$ cat config.mk
export PLATFORM = sky130hd
export DESIGN_NAME = pi_tune_filter
export DESIGN_NICKNAME = d
export VERILOG_FILES = /design/src/rtl/pi_tune_pkg.sv /design/src/rtl/pi_gain_terms.sv /design/src/rtl/pi_integrator.sv /design/src/rtl/pi_saturate.sv /design/src/rtl/pi_tune_filter.sv
export SDC_FILE = /design/constraint.sdc
export NUM_CORES = 1
export LEC_CHECK = 0
export CAP_MARGIN = 20
export CORE_MARGIN = 5
export CORE_UTILIZATION = 65
export CTS_BUF_LIST = sky130_fd_sc_hd__clkbuf_4 sky130_fd_sc_hd__clkbuf_8
export CTS_CLUSTER_DIAMETER = 100
export DETAILED_ROUTE_END_ITERATION = 8
export PLACE_DENSITY = 0.93
export SETUP_SLACK_MARGIN = 0.4
export SLEW_MARGIN = 20
export SYNTH_ARGS = -nofsm -noshare
export SYNTH_HDL_FRONTEND = slang
export SYNTH_SLANG_ARGS = --single-unit
$ cat constraint.sdc
create_clock -name clk -period 14.85 [get_ports clk]
set_input_delay 4.455 -clock clk [delete_from_list [all_inputs] [get_ports clk]]
set_output_delay 4.455 -clock clk [all_outputs]
set_load 0.01 [all_outputs]
$ cat src/rtl/pi_tune_pkg.sv
// Package: shared accumulator type and loop-variant selector for the
// PI tuning filter. Assumes 48-bit accumulation covers 12x a 32-bit
// error plus a 32-bit base plus a bounded integrator history.
package pi_tune_pkg;
    localparam int ACC_W = 48;
    typedef logic signed [ACC_W-1:0] acc_t;
    typedef enum logic {
        LOOP_HELPER = 1'b0,
        LOOP_MAIN   = 1'b1
    } loop_e;
endpackage

$ cat src/rtl/pi_gain_terms.sv
// Module: pi_gain_terms
// Forms the proportional term and the integrator increment from one
// error sample, for the gain set chosen by LOOP. Purely combinational;
// assumes ERR_W is well below ACC_W so shifts cannot lose sign.
module pi_gain_terms
    import pi_tune_pkg::*;
#(
    parameter int    ERR_W = 32,
    parameter loop_e LOOP  = LOOP_MAIN
) (
    input  logic signed [ERR_W-1:0] err,
    output acc_t                    prop,
    output acc_t                    inc
);
    localparam int EXT_W = ACC_W - ERR_W;

    acc_t err_ext;

    // Sign-extend the error to the accumulator width.
    always_comb err_ext = {{EXT_W{err[ERR_W-1]}}, err};

    generate
        if (LOOP == LOOP_MAIN) begin : g_main
            // Main set: proportional x12 (8+4), integral x2.
            always_comb begin
                prop = (err_ext <<< 3) + (err_ext <<< 2);
                inc  = err_ext <<< 1;
            end
        end else begin : g_helper
            // Helper set: proportional x2, integral x0.5 rounded down.
            always_comb begin
                prop = err_ext <<< 1;
                inc  = err_ext >>> 1;
            end
        end
    endgenerate
endmodule

$ cat src/rtl/pi_integrator.sv
// Module: pi_integrator
// Holds the loop integrator. Exposes the value it will take if the
// current sample is accepted, so the output path can use the updated
// value in the same cycle. Assumes clr has priority over load.
module pi_integrator
    import pi_tune_pkg::*;
(
    input  logic clk,
    input  logic rst_n,
    input  logic clr,
    input  logic load,
    input  acc_t inc,
    output acc_t acc_q,
    output acc_t acc_nxt
);
    // Candidate next value for an accepted sample.
    always_comb acc_nxt = acc_q + inc;

    // Integrator register: zero on reset or clear, advance on load.
    always_ff @(posedge clk) begin
        if (!rst_n || clr) begin
            acc_q <= '0;
        end else if (load) begin
            acc_q <= acc_nxt;
        end
    end


    acc_clr_chk: assert property (@(posedge clk) disable iff (!rst_n)
        clr |=> (acc_q == '0));


    acc_hold_chk: assert property (@(posedge clk) disable iff (!rst_n)
        (!load && !clr) |=> $stable(acc_q));
endmodule

$ cat src/rtl/pi_saturate.sv
// Module: pi_saturate
// Clamps a wide signed sum to the symmetric range +/-LIMIT and narrows
// it to TUNE_W bits. Assumes LIMIT fits in a signed TUNE_W word.
module pi_saturate
    import pi_tune_pkg::*;
#(
    parameter int TUNE_W = 24,
    parameter int LIMIT  = 8161512
) (
    input  acc_t                     val,
    output logic signed [TUNE_W-1:0] sat
);
    localparam acc_t HI = acc_t'(LIMIT);
    localparam acc_t LO = -HI;

    // Select the bound or the in-range value.
    always_comb begin
        if (val > HI) begin
            sat = HI[TUNE_W-1:0];
        end else if (val < LO) begin
            sat = LO[TUNE_W-1:0];
        end else begin
            sat = val[TUNE_W-1:0];
        end
    end
endmodule

$ cat src/rtl/pi_tune_filter.sv
// Module: pi_tune_filter (top)
// Proportional-integral loop filter producing an oscillator tuning
// word from signed error samples. For each accepted sample, the
// integrator is advanced first, then base + proportional + integrator
// is saturated and registered with a one-cycle valid strobe.
// Assumes: clr is synchronous and overrides a simultaneous sample.
module pi_tune_filter
    import pi_tune_pkg::*;
#(
    parameter int    ERR_W  = 32,
    parameter int    BASE_W = 32,
    parameter int    TUNE_W = 24,
    parameter int    LIMIT  = 8161512,
    parameter loop_e LOOP   = LOOP_MAIN
) (
    input  logic                     clk,
    input  logic                     rst_n,
    input  logic                     clr,
    input  logic                     err_vld,
    input  logic signed [ERR_W-1:0]  err_in,
    input  logic signed [BASE_W-1:0] base_in,
    output logic                     tune_vld,
    output logic signed [TUNE_W-1:0] tune_out
);
    localparam int BEXT_W = ACC_W - BASE_W;

    logic                     take;
    acc_t                     prop;
    acc_t                     inc;
    acc_t                     acc_q;
    acc_t                     acc_nxt;
    acc_t                     base_ext;
    acc_t                     sum;
    logic signed [TUNE_W-1:0] sat_word;

    // A sample counts only when no clear is pending.
    always_comb take = err_vld && !clr;

    pi_gain_terms #(
        .ERR_W (ERR_W),
        .LOOP  (LOOP)
    ) gain_i (
        .err  (err_in),
        .prop (prop),
        .inc  (inc)
    );

    pi_integrator integ_i (
        .clk     (clk),
        .rst_n   (rst_n),
        .clr     (clr),
        .load    (take),
        .inc     (inc),
        .acc_q   (acc_q),
        .acc_nxt (acc_nxt)
    );

    // Full-width sum using the already-updated integrator.
    always_comb begin
        base_ext = {{BEXT_W{base_in[BASE_W-1]}}, base_in};
        sum      = base_ext + prop + acc_nxt;
    end

    pi_saturate #(
        .TUNE_W (TUNE_W),
        .LIMIT  (LIMIT)
    ) sat_i (
        .val (sum),
        .sat (sat_word)
    );

    // Output register: zero on reset/clear, load on accepted sample.
    always_ff @(posedge clk) begin
        if (!rst_n || clr) begin
            tune_out <= '0;
            tune_vld <= 1'b0;
        end else begin
            tune_vld <= take;
            if (take) begin
                tune_out <= sat_word;
            end
        end
    end


    vld_after_sample_chk: assert property (@(posedge clk) disable iff (!rst_n)
        (err_vld && !clr) |=> tune_vld);


    vld_idle_chk: assert property (@(posedge clk) disable iff (!rst_n)
        !(err_vld && !clr) |=> !tune_vld);


    out_hold_chk: assert property (@(posedge clk) disable iff (!rst_n)
        (!err_vld && !clr) |=> $stable(tune_out));


    clr_zero_chk: assert property (@(posedge clk) disable iff (!rst_n)
        clr |=> (tune_out == '0 && !tune_vld));


    clamp_range_chk: assert property (@(posedge clk) disable iff (!rst_n)
        tune_vld |-> (tune_out <= LIMIT && tune_out >= -LIMIT));
endmodule

==> summary.txt <==
Synth
  – Post-synth top area cell: ha_1
  – Cell with the most instances after synthesis: a21oi_1
  – Post-synth top area share: 0.1499
  – Post-synthesis cell count: 1349
  – Post-synth ARST share: 0
  – Cell variety after synth: 81
  – Most frequent cells after synthesis: a21oi_1 (151), ha_1 (126), nor2_1 (119)
  – Synth Area per Inst: 7.794 sq um
  – Top cells by area in the synthesized netlist: ha_1 (15%), dfxtp_1 (14%), a21oi_1 (7.2%)
  – Post-Syn Nets: 1577
  – Most used DFF post-synth: dfxtp_1
  – EDFF count, synth: 0
  – Mapped Area: roughly 11000 sq um
  – Synth Register Bits: 72
  – Yosys Warn Count: 0
  – Part of the Yosys area used for sequential elements: 0.1371

Clock tree
  – TritonCTS clock tree: yes
  – Clock sink total: 72
  – CTS max path bufs: 2
  – Clock Pin Slew Worst Setup and Hold Paths: 0.09 ns
  – Setup Fix Bufs, Post-CTS: 0
  – Num CTS Buffers: 9
  – Hold buffers post-CTS: 0
  – H-tree level count: 3
  – # resized after CTS: 0
  – Clock root buffer: clkbuf_8
  – Insertion delay to the later sink of the worst-skew pair: 0.39 ns

Final layout
  – Synthesis-to-finish area growth: 12.00%
  – Antenna diode count: 0
  – Fin nets: 1648
  – Share of cells above drive strength 1: 0.03298

Floorplan
  – IO Count: 93
  – Site row count: 46
  – Die height: between 100 and 150 um
  – Starting Density: 0.6619
  – Die footprint: ~19000 sq um
  – Area of the core: 15890 sq um
  – Die X: ~140 um

Power and ir drop
  – Sw Pwr: slightly below 900 uW
  – Int Pwr: 780.8 uW
  – Leak Pwr: 5.267 nW
  – Clk pwr share: 0.098
  – Maximum VDD drop: approximately 0.00008 V
  – Power, Total: 1.653 mW
  – Reg power frac: 0.128
  – PD cells: 140.4 nW/um^2
  – Combinational power share: 0.774
  – Switching Share: 0.5275

Critical path
  – Critical R2R Launch: integ_i.acc_q[2]
  – Data arrival, critical path: 12.84 ns
  – Register-to-Register Path Depth: 24
  – Setup crit end kind: flop
  – Critical path's most frequent cell: a21oi_1
  – Crit Path Class: in -> reg
  – CP startpoint kind: input pin
  – CP max stage delay: ~0.87 ns
  – Worst EP required: around 15 ns
  – Worst R2R End: tune_out[12]
  – Slowest CP cell: nor4_4
  – Critical Path Start: err_in[1]
  – Crit path max fanout: 22
  – R2r setup slk: 7.56 ns

Global routing
  – Vias in the first global route: 10386
  – Met1 Use GR: 0.3700
  – GRT Util Overall: 0.3121
  – Initial antenna violation count: 0
  – Most used routing layer: met2
  – Gr ovfl total: 0
  – First-pass GRT wire length: roughly 48000 um
  – Global Route met2 Usage: 0.5673
  – Grt met3 use: 0.04711
  – Largest net degree at the start of global routing: between 60 and 70

Timing
  – Final hold violations: 0
  – Clk_skew: 0.01296 ns
  – RSZ-0062 raised after global routing: no
  – Max Freq: 79.58 MHz
  – Final worst slack: 2.284 ns
  – Tcrit/Tclk final: 0.8462
  – Crit path time final: 12.57 ns
  – Slew @ Worst Pin: 1.046 ns
  – Slew Viols, Final: 0
  – Slew HR: 0.2972
  – Setup Viol. Count Final: 0
  – Final setup TNS: 0 ns

Worst hold path
  – Class of the worst hold path: reg -> reg
  – Hold Crit Depth: 2
  – Worst Hold Path EP: tune_out[0]
  – Hold_sp: tune_out[0]

Detailed routing
  – DRC violations left: 0
  – DR vias/cell: 6.455
  – TritonRoute pass-1 iters: 7
  – Drt initial violations: between 800 and 900
  – Routed len/inst: between 15 and 20 um
  – Final ANT Viol Nets: 0
  – Final wirelength: 29070 um
  – Vias: 10593

Placed design
  – DP Worst Slack: roughly 2.2 ns
  – Placer Congestion: 0.9534
  – Port Buffers: 92
  – Detailed placement HPWL: 23280 um

Run
  – Max_cap viols: 0

Run status
  – Outcome: complete, no violations
worst max path at each step:
stage | to | slack [ns] | depth (start not counted)
floorplan | tune_out[17] | 4.12 | 29
global placement | tune_out[13] | 2.49 | 28
detailed placement | tune_out[12] | 2.23 | 31
CTS | tune_out[12] | 2.53 | 30
global route | tune_out[12] | 1.75 | 30
finish | tune_out[12] | 2.28 | 30
power by group through the flow:
stage	clock, mW	sequential (mW)	combinational (mW)
2_1_floorplan	0	0.217	0.962
3_3_place_gp	0	0.215	1.22
3_5_place_dp	0	0.216	1.24
4_1_cts	0.163	0.211	1.25
5_1_grt	0.170	0.213	1.42
6_report	0.161	0.212	1.28
through the flow:
step | utilization | hold slack, ns | cell area [sq um] | instances
CTS | 0.7409 | 0.4592 | 11770 | 1641
floorplan | - | 0.4400 | 10510 | 1349
finish | 0.7413 | 0.4547 | 11780 | 1641
global placement | 0.7291 | 0.4355 | 11580 | 1625
global route | 0.7413 | 0.4837 | 11780 | 1641
detailed placement | 0.7291 | 0.4459 | 11580 | 1625
layout by cell type (no fill, tap or decap), types with 17 or more instances in the layout:
cell type        Yosys  routed
a21o_1              67      67
a21oi_1            151     151
and3_1              19      19
clkdlybuf4s50_1      0      91
dfxtp_1             72      72
fa_1                34      34
ha_1               126     126
inv_1               58      58
mux2i_1             43      43
nand2_1             94      94
nand3_1             29      29
nand4_1             20      20
nor2_1             119     119
nor3_1              24      24
o21a_1              23      23
o21ai_0             80      80
o21ai_1             17      17
o21bai_1            27      27
xnor2_1             70      70
xor2_1              36      36
cell type report:
class / count / area (sq um)
Fill cell: 1251 / 4110
Tap cell: 216 / 270.3
Multi-Input combinational cell: 1180 / 8693
Clock buffer: 9 / 123.9
Timing Repair Buffer: 98 / 960.9
Clock inverter: 7 / 63.81
Inverter: 59 / 221.5
Sequential cell: 72 / 1441
registers in the layout, indices dropped and copies added (netlist names):
name and flops:
tune_vld 1, tune_out 24, integ_i.acc_q 47
routing by layer:
layer | share of wire | up-vias | wire length (um)
li1 | - | 5144 | -
met5 | 0 | - | 0
met2 | 0.50 | 402 | 14390
met4 | 0.032 | 0 | 923
met3 | 0.061 | 89 | 1775
met1 | 0.41 | 4958 | 11980
critical path: cells and delay by family:
kind            cells  cell delay, ns
compound gates     15            3.94
xor+xnor            2            0.29
fa+ha+maj           4            1.67
buf+inv             3            0.72
simple gates        6            1.78
kinds of logic (layout without fill, tap and decap cells):
family                     Yosys count  after routing  share of synthesized area
AOI/OAI and AO/OA                  483            483                     0.2989
xor gates and xnor gates           108            108                    0.09140
adders and majority gates          160            160                     0.2147
buffers and inverters               97            173                    0.03701
DFF                                 72             72                     0.1371
muxes                               43             43                    0.04094
and+or+nand+nor                    386            386                     0.1799
No activity file was read; power rests on OpenSTA's default activity.
